## config.mk

```make
export PLATFORM = sky130hd
export DESIGN_NAME = digit_scan_strobe
export DESIGN_NICKNAME = d
export VERILOG_FILES = /design/src/rtl/scan_pkg.sv /design/src/rtl/dss_capture.sv /design/src/rtl/dss_slot_timer.sv /design/src/rtl/dss_strobe_gen.sv /design/src/rtl/digit_scan_strobe.sv
export SDC_FILE = /design/constraint.sdc
export NUM_CORES = 1
export LEC_CHECK = 0
export BUFFER_PORTS_ARGS = -buffer_cell sky130_fd_sc_hd__buf_2
export CORE_ASPECT_RATIO = 0.5
export CORE_MARGIN = 1
export CORE_UTILIZATION = 55
export CTS_CLUSTER_DIAMETER = 200
export DETAILED_ROUTE_END_ITERATION = 10
export GPL_ROUTABILITY_DRIVEN = 1
export MAX_ROUTING_LAYER = met4
export PLACE_DENSITY = 0.78
export SLEW_MARGIN = 20
export SYNTH_ARGS = -nofsm -noshare
export SYNTH_HDL_FRONTEND = slang
export SYNTH_HIERARCHICAL = 1
export SYNTH_SLANG_ARGS = --single-unit
```

## constraint.sdc

```tcl
create_clock -name clk -period 3.7 [get_ports clk]
set_clock_uncertainty 0.2 [all_clocks]
set_input_delay 0.37 -clock clk [delete_from_list [all_inputs] [get_ports clk]]
set_output_delay 0.37 -clock clk [all_outputs]
set_load 0.005 [all_outputs]
```

## src/rtl/scan_pkg.sv

```systemverilog
package scan_pkg;

    typedef enum logic [1:0] {
        SCAN_IDLE    = 2'd0,
        SCAN_STROBED = 2'd1,
        SCAN_REFRESH = 2'd2
    } scan_mode_e;

    typedef struct packed {
        scan_mode_e mode;
        logic       active;
    } scan_state_t;

    function automatic logic is_active(input scan_mode_e m);
        return m != SCAN_IDLE;
    endfunction

endpackage

```

## src/rtl/dss_capture.sv

```systemverilog
module dss_capture #(
    parameter int NUM_DIGITS = 5,
    parameter int DIGIT_W    = 4,
    localparam int BUS_W     = NUM_DIGITS * DIGIT_W
) (
    input  logic             clk,
    input  logic             rst,
    input  logic             eoc_pulse,
    input  logic             overrange_in,
    input  logic [BUS_W-1:0] digits_in,
    output logic [BUS_W-1:0] digits_q,
    output logic             overrange_q
);
    always_ff @(posedge clk) begin
        if (rst) begin
            digits_q    <= '0;
            overrange_q <= 1'b0;
        end else if (eoc_pulse) begin
            digits_q    <= digits_in;
            overrange_q <= overrange_in;
        end
    end
endmodule

```

## src/rtl/dss_slot_timer.sv

```systemverilog
module dss_slot_timer
    import scan_pkg::*;
#(
    parameter int NUM_DIGITS  = 5,
    parameter int SLOT_COUNTS = 200,
    parameter int FIRST_EXTRA = 1,
    localparam int CNT_W      = $clog2(SLOT_COUNTS + FIRST_EXTRA + 1),
    localparam int IDX_W      = (NUM_DIGITS > 1) ? $clog2(NUM_DIGITS) : 1
) (
    input  logic             clk,
    input  logic             rst,
    input  logic             eoc_pulse,
    input  logic             overrange_q,
    output scan_state_t      state,
    output logic [IDX_W-1:0] slot_idx,
    output logic [CNT_W-1:0] slot_cnt
);
    localparam logic [IDX_W-1:0] TOP_IDX   = IDX_W'(NUM_DIGITS - 1);
    localparam logic [CNT_W-1:0] LEN_FIRST = CNT_W'(SLOT_COUNTS + FIRST_EXTRA);
    localparam logic [CNT_W-1:0] LEN_NORM  = CNT_W'(SLOT_COUNTS);

    scan_mode_e       mode_q;
    logic [IDX_W-1:0] idx_q;
    logic [CNT_W-1:0] cnt_q;
    logic [CNT_W-1:0] slot_len;
    logic             slot_end;

    always_comb begin
        slot_len = (mode_q == SCAN_STROBED && idx_q == TOP_IDX) ? LEN_FIRST : LEN_NORM;
        slot_end = (cnt_q == slot_len - CNT_W'(1));
    end

    always_ff @(posedge clk) begin
        if (rst) begin
            mode_q <= SCAN_IDLE;
            idx_q  <= '0;
            cnt_q  <= '0;
        end else if (eoc_pulse) begin
            mode_q <= SCAN_STROBED;
            idx_q  <= TOP_IDX;
            cnt_q  <= '0;
        end else if (mode_q != SCAN_IDLE) begin
            if (slot_end) begin
                cnt_q <= '0;
                if (idx_q == '0) begin
                    idx_q <= TOP_IDX;
                    if (mode_q == SCAN_STROBED)
                        mode_q <= overrange_q ? SCAN_IDLE : SCAN_REFRESH;
                end else begin
                    idx_q <= idx_q - IDX_W'(1);
                end
            end else begin
                cnt_q <= cnt_q + CNT_W'(1);
            end
        end
    end

    always_comb begin
        state.mode   = mode_q;
        state.active = is_active(mode_q);
        slot_idx     = idx_q;
        slot_cnt     = cnt_q;
    end
endmodule

```

## src/rtl/dss_strobe_gen.sv

```systemverilog
module dss_strobe_gen
    import scan_pkg::*;
#(
    parameter int STROBE_OFFSET = 100,
    parameter int CNT_W         = 8
) (
    input  logic             clk,
    input  scan_state_t      state,
    input  logic [CNT_W-1:0] slot_cnt,
    output logic             strobe_win,
    output logic             strobe_n
);
    always_comb begin
        strobe_win = (state.mode == SCAN_STROBED) && (slot_cnt == CNT_W'(STROBE_OFFSET));
        strobe_n   = ~(strobe_win & ~clk);
    end
endmodule

```

## src/rtl/digit_scan_strobe.sv

```systemverilog
module digit_scan_strobe
    import scan_pkg::*;
#(
    parameter int NUM_DIGITS    = 5,
    parameter int DIGIT_W       = 4,
    parameter int SLOT_COUNTS   = 200,
    parameter int FIRST_EXTRA   = 1,
    parameter int STROBE_OFFSET = 100
) (
    input  logic                          clk,
    input  logic                          rst,
    input  logic                          eoc_pulse,
    input  logic                          overrange_in,
    input  logic [NUM_DIGITS*DIGIT_W-1:0] digits_in,
    output logic [NUM_DIGITS-1:0]         digit_sel,
    output logic                          strobe_n,
    output logic [DIGIT_W-1:0]            bcd_out
);
    localparam int BUS_W = NUM_DIGITS * DIGIT_W;
    localparam int CNT_W = $clog2(SLOT_COUNTS + FIRST_EXTRA + 1);
    localparam int IDX_W = (NUM_DIGITS > 1) ? $clog2(NUM_DIGITS) : 1;

    logic [BUS_W-1:0] digits_q;
    logic             overrange_q;
    scan_state_t      state;
    logic [IDX_W-1:0] slot_idx;
    logic [CNT_W-1:0] slot_cnt;
    logic             strobe_win;

    dss_capture #(.NUM_DIGITS(NUM_DIGITS), .DIGIT_W(DIGIT_W)) u_capture (
        .clk(clk), .rst(rst), .eoc_pulse(eoc_pulse), .overrange_in(overrange_in),
        .digits_in(digits_in), .digits_q(digits_q), .overrange_q(overrange_q)
    );

    dss_slot_timer #(
        .NUM_DIGITS(NUM_DIGITS), .SLOT_COUNTS(SLOT_COUNTS), .FIRST_EXTRA(FIRST_EXTRA)
    ) u_timer (
        .clk(clk), .rst(rst), .eoc_pulse(eoc_pulse), .overrange_q(overrange_q),
        .state(state), .slot_idx(slot_idx), .slot_cnt(slot_cnt)
    );

    dss_strobe_gen #(.STROBE_OFFSET(STROBE_OFFSET), .CNT_W(CNT_W)) u_strobe (
        .clk(clk), .state(state), .slot_cnt(slot_cnt),
        .strobe_win(strobe_win), .strobe_n(strobe_n)
    );

    for (genvar gi = 0; gi < NUM_DIGITS; gi++) begin : g_sel
        assign digit_sel[gi] = state.active && (slot_idx == IDX_W'(gi));
    end

    always_comb begin
        bcd_out = '0;
        if (state.active)
            bcd_out = digits_q[slot_idx*DIGIT_W +: DIGIT_W];
    end
endmodule

```

==> results.cfg, run 1 <==
[status]
status = finished, final reports clean

[setup_path]
crit_buf_inv = 3
path_class = clock port to primary output
crit_fanout = 2
crit_chain = clkbuf_8 -> clkbuf_8 -> or4_1 -> buf_2
crit_path_max_incr_delay_ns = 0.49
cp-end-kind = primary output
critPathTopFamily = simple AND/OR/NAND/NOR gates
required_ns = 3.13
crit_path_start_kind = clock port
timing.critical_path.mode_cell = clkbuf_8
cpMaxStageDelayCell = or4_1
cp_data_arrival_time_ns = 2.71

[global_route]
grt_max_degree = 26
grt_overflow = 0
grt_pass1_vias = 1190
grt_antenna_before_repair = 0
grt_first_pass_wirelength_um = 5375
grtUsageTotal_pct = 24.80

[routing]
finalWirelength_um = 3479
drc = 0
drt_iter0_drc = 56
routed-wl-met2_um = 1681
firstDrtPassIters = 4
met1Wirelength_um = 1604
met3WireLength_um = 155
ant_nets = 0
dr.max_layer_used = met4
vias = 1356
wl_per_cell_um = 14.14
via_per_inst = 5.512

[job]
drv_cap = 0

[clocking]
insertion_delay_ns = 0.39
cts_tree = built
postCtsSetupRepairBufs = 0
cts-hold-fix-buffers = 0
clk_pin_slew_ns = 0.07
cts.repair.resized = 0

[placement]
dp_slack_ns = 0.6560
gp_congestion = 0.7992
hpwl_um = 2348
dp.cells = 236
placed_area_sq_um = 1834
io_buffers = 33

[sta]
setup_violations = 0
relSlewSlack_pct = 50.85
rsz0062_at_grt = false
tns_ns = 0
fin_ws_ns = 0.4225
hold_viol_final = 0
worstMarginPinSlew_ns = 0.7362
slew_violations = 0
whs_ns = 0.02082

[hold_path]
hold_class = input pin to register

[floorplan]
die_area_sq_um = 3301
row_count = 13
core-area_sq_um = 2749
fp.dieH_um = 41.13
ios = 34
die_w_um = 80.26
initial_core_util_pct = 61.27

[cells_and_area]
syn_to_final_growth_pct = 16.05
final_core_util_pct = 71.10
n_antenna_cell = 0
final_cell_area_sq_um = 1954
drive_above_1_share_pct = 26.79
nets = 234
finalNonFillerCells = 246

[pwr]
vdd_drop_max_mv = 0.2579
leakagePower_nw = 0.8081
power_mw = 0.7975
powerDensity_nw_per_um2 = 408.1

[synthesis]
synth_cells = 174
avgSynthCellArea_sq_um = 9.679
syn-num-nets = 199
ys_warn_count = 6
synth_area_sq_um = 1684
[cell type report]
type | instances | area (sq um)
inverters | 4 | 15.01
clock buffers | 9 | 115.1
fillers | 203 | 794.5
multi-input cells | 128 | 927.1
well taps | 37 | 46.29
flip-flops and latches | 34 | 680.7
repair buffers | 32 | 160.2
clock inverters | 2 | 10.01
[registers in the layout, indices dropped and copies added, names as in the netlist]
register               cells
u_capture/digits_q        20
u_timer/slot_cnt           8
u_timer/slot_idx           3
u_timer/mode_q             2
u_capture/overrange_q      1
[report_power, final]
| part | switching [mW] | internal (mW) |
|---|---|---|
| Clock | 0.140 | 0.195 |
| Sequential | 0.0116 | 0.382 |
| Combinational | 0.0340 | 0.0350 |
[worst register-to-register path, delay by kind of cell (launching register included)]
kind / cells / cell delay, ns
flops: 1 / 0.54
simple gates: 3 / 1.21
compound gates: 1 / 0.30
[final timing paths]
kind | from | to | slack (ns) | cells past startpoint
worst max-delay path | clk | strobe_n | 0.42 | 4
worst min-delay path | digits_in[8] | u_capture/digits_q[8] | 0.02 | 3
worst max register to register | u_timer/slot_idx[0] | u_timer/slot_idx[2] | 1.34 | 4
worst min register to register | u_capture/digits_q[6] | u_capture/digits_q[6] | 0.30 | 2
[layout by cell type (no fill, tap or decap), drive strengths merged, types with 2 or more instances in the layout]
cell / count
nand2: 9
xnor2: 4
or2: 4
nand3b: 2
or4: 3
nor2: 30
mux2: 4
nand4bb: 3
clkinv: 2
o2111ai: 2
clkbuf: 8
a21oi: 3
mux2i: 28
and2: 2
dfxtp: 34
xor2: 3
a22oi: 4
nor3: 9
buf: 33
o21ai: 5
inv: 4
[per-layer routing]
metal	up-vias	global-route usage (%)
li1	684	-
met1	638	26.83
met2	28	39.53
met3	6	11.33
met4	0	14.29
met5	-	-
(Power assumes the default switching activity.)
==> run 2, diff against run 1 <==
--- a/config.mk
+++ b/config.mk
@@ -13,9 +13,8 @@
 export DETAILED_ROUTE_END_ITERATION = 10
 export GPL_ROUTABILITY_DRIVEN = 1
 export MAX_ROUTING_LAYER = met4
-export PLACE_DENSITY = 0.78
+export PLACE_DENSITY = 0.77
 export SLEW_MARGIN = 20
 export SYNTH_ARGS = -nofsm -noshare
 export SYNTH_HDL_FRONTEND = slang
-export SYNTH_HIERARCHICAL = 1
 export SYNTH_SLANG_ARGS = --single-unit
==> constraint.sdc (replaced) <==
create_clock -name clk -period 4.2 [get_ports clk]
set_clock_uncertainty 0.2 [all_clocks]
set_input_delay 0.42 -clock clk [delete_from_list [all_inputs] [get_ports clk]]
set_output_delay 0.42 -clock clk [all_outputs]
set_load 0.005 [all_outputs]
==> results.cfg, run 2 <==
[status]
status = finished, final reports clean

[routing]
finalWirelength_um = 3393
wl_per_cell_um = 13.36
vias = 1395
firstDrtPassIters = 4
drt_iter0_drc = 52
via_per_inst = 5.492
ant_nets = 0
drc = 0

[sta]
whs_ns = 0.06085
relSlewSlack_pct = 52.01
worstMarginPinSlew_ns = 0.7189
setup_violations = 0
rsz0062_at_grt = false
tns_ns = 0
slew_violations = 0
hold_viol_final = 0

[global_route]
grt_antenna_before_repair = 0
grt_pass1_vias = 1279
grt_max_degree = 28
grt_overflow = 0
grt_first_pass_wirelength_um = 5796
grtUsageTotal_pct = 23.93

[pwr]
powerDensity_nw_per_um2 = 353.9
vdd_drop_max_mv = 0.2070
leakagePower_nw = 0.8713

[floorplan]
die_area_sq_um = 3492
core-area_sq_um = 3048
die_w_um = 82.58
row_count = 14
ios = 34
initial_core_util_pct = 58.58
fp.dieH_um = 42.29

[placement]
dp.cells = 245
io_buffers = 33
gp_congestion = 0.8196
hpwl_um = 2278

[synthesis]
yosys.cell_count.top_type = dfxtp_1
ys_async_sr_fraction_pct = 0
synth_top_area_share_pct = 38.12
avgSynthCellArea_sq_um = 9.704
syn-num-nets = 210
synth_edf_count = 0
synth_cells = 184
synth_common_cells = 34 x dfxtp_1, 33 x nor2_1, 24 x mux2i_1
synth_area_sq_um = 1785
synthFlopType = dfxtp_1
yosys-top-cells-area = dfxtp_1 38%, mux2i_1 13%, nor2_1 6.9%
synth_largest_area_cell = dfxtp_1
synth_cell_type_count = 43
synth_seq_cells = 34
ys_seq_area_share_pct = 38.12
ys_warn_count = 0

[hold_path]
hold_class = input pin to register

[setup_path]
crit_path_start_kind = clock port
path_class = clock port to primary output
reg2reg_slack_ns = 2.18
cp-end-kind = primary output
cp_data_arrival_time_ns = 2.96
required_ns = 3.58
crit_fanout = 2

[cells_and_area]
mostFrequentLayoutCell = dfxtp_1
nets = 241
mostFrequentLayoutCells = 34 x dfxtp_1, 33 x nor2_1, 33 x buf_2
n_antenna_cell = 0
fillers = 253
drive_above_1_share_pct = 27.10
syn_to_final_growth_pct = 15.63
finalNonFillerCells = 254
regMostFlops = u_capture.digits_q
largest_register_ffs = 20

[job]
drv_cap = 0

[clocking]
clk_pin_slew_ns = 0.06
insertion_delay_ns = 0.39
cts.repair.resized = 0
postCtsSetupRepairBufs = 0
cts-hold-fix-buffers = 0
cts_tree = built
-- run 2: layer usage --
metal / part of all wire, % / wire length, um / vias up / track usage, %
li1: - / - / 708 / -
met1: 48 / 1621 / 659 / 27.12
met2: 47 / 1592 / 20 / 36.69
met3: 3.6 / 122 / 8 / 8.696
met4: 1.7 / 57 / 0 / 13.45
met5: 0 / 0 / - / -
-- run 2: power breakdown --
group          internal (mW)  switching [mW]  total [mW]
logic                 0.0324          0.0318      0.0642
clock network          0.190           0.128       0.318
registers              0.336          0.0120       0.348
total                  0.559           0.172       0.731
-- run 2: path summary, 6_finish.rpt --
| check | from | end | depth (start not counted) |
|---|---|---|---|
| setup / recovery | clk | strobe_n | 6 |
| hold / removal | digits_in[9] | u_capture.digits_q[9] | 3 |
| setup reg to reg | u_timer.slot_idx[0] | u_timer.slot_idx[1] | 4 |
| hold reg to reg | u_capture.digits_q[0] | u_capture.digits_q[0] | 2 |
-- run 2: cell families after synthesis --
| kind of cell | count (synthesis) | share of synthesized area, % |
|---|---|---|
| XOR/XNOR | 6 | 2.943 |
| multiplexers | 28 | 18.50 |
| AO/OA/AOI/OAI | 18 | 9.041 |
| adder cells (fa/ha/maj) | 2 | 1.401 |
| buffers and inverters | 17 | 4.625 |
| AND/OR/NAND/NOR | 79 | 25.37 |
| flip-flops | 34 | 38.12 |
-- run 2: worst max-delay path: stages --
cell	delay [ns]
clkbuf_8	0.11
clkbuf_8	0.12
nor4b_1	0.21
and4b_1	0.23
nand3_1	0.07
buf_2	0.13
-- run 2: layout make-up --
cell class / count / area, sq um / share of cell area [%]
Multi-Input combinational cell: 133 / 1022 / 49.52
Timing Repair Buffer: 33 / 167.7 / 8.121
Sequential cell: 34 / 680.7 / 32.97
Tap cell: 40 / 50.05 / 2.424
Clock buffer: 10 / 128.9 / 6.242
Inverter: 4 / 15.01 / 0.7273
-- run 2: per-stage QoR --
step | utilization, % | power (mW) | area [sq um] | setup slack, ns
6_report | 67.73 | 0.7306 | 2064 | 0.6183
5_1_grt | 67.73 | 0.7634 | 2064 | 0.5232
4_1_cts | 67.73 | 0.7386 | 2064 | 0.5891
3_5_place_dp | 63.67 | 0.4238 | 1941 | 0.8910
3_3_place_gp | 63.67 | 0.4220 | 1941 | 0.8917
2_1_floorplan | - | 0.4028 | 1785 | 0.9964
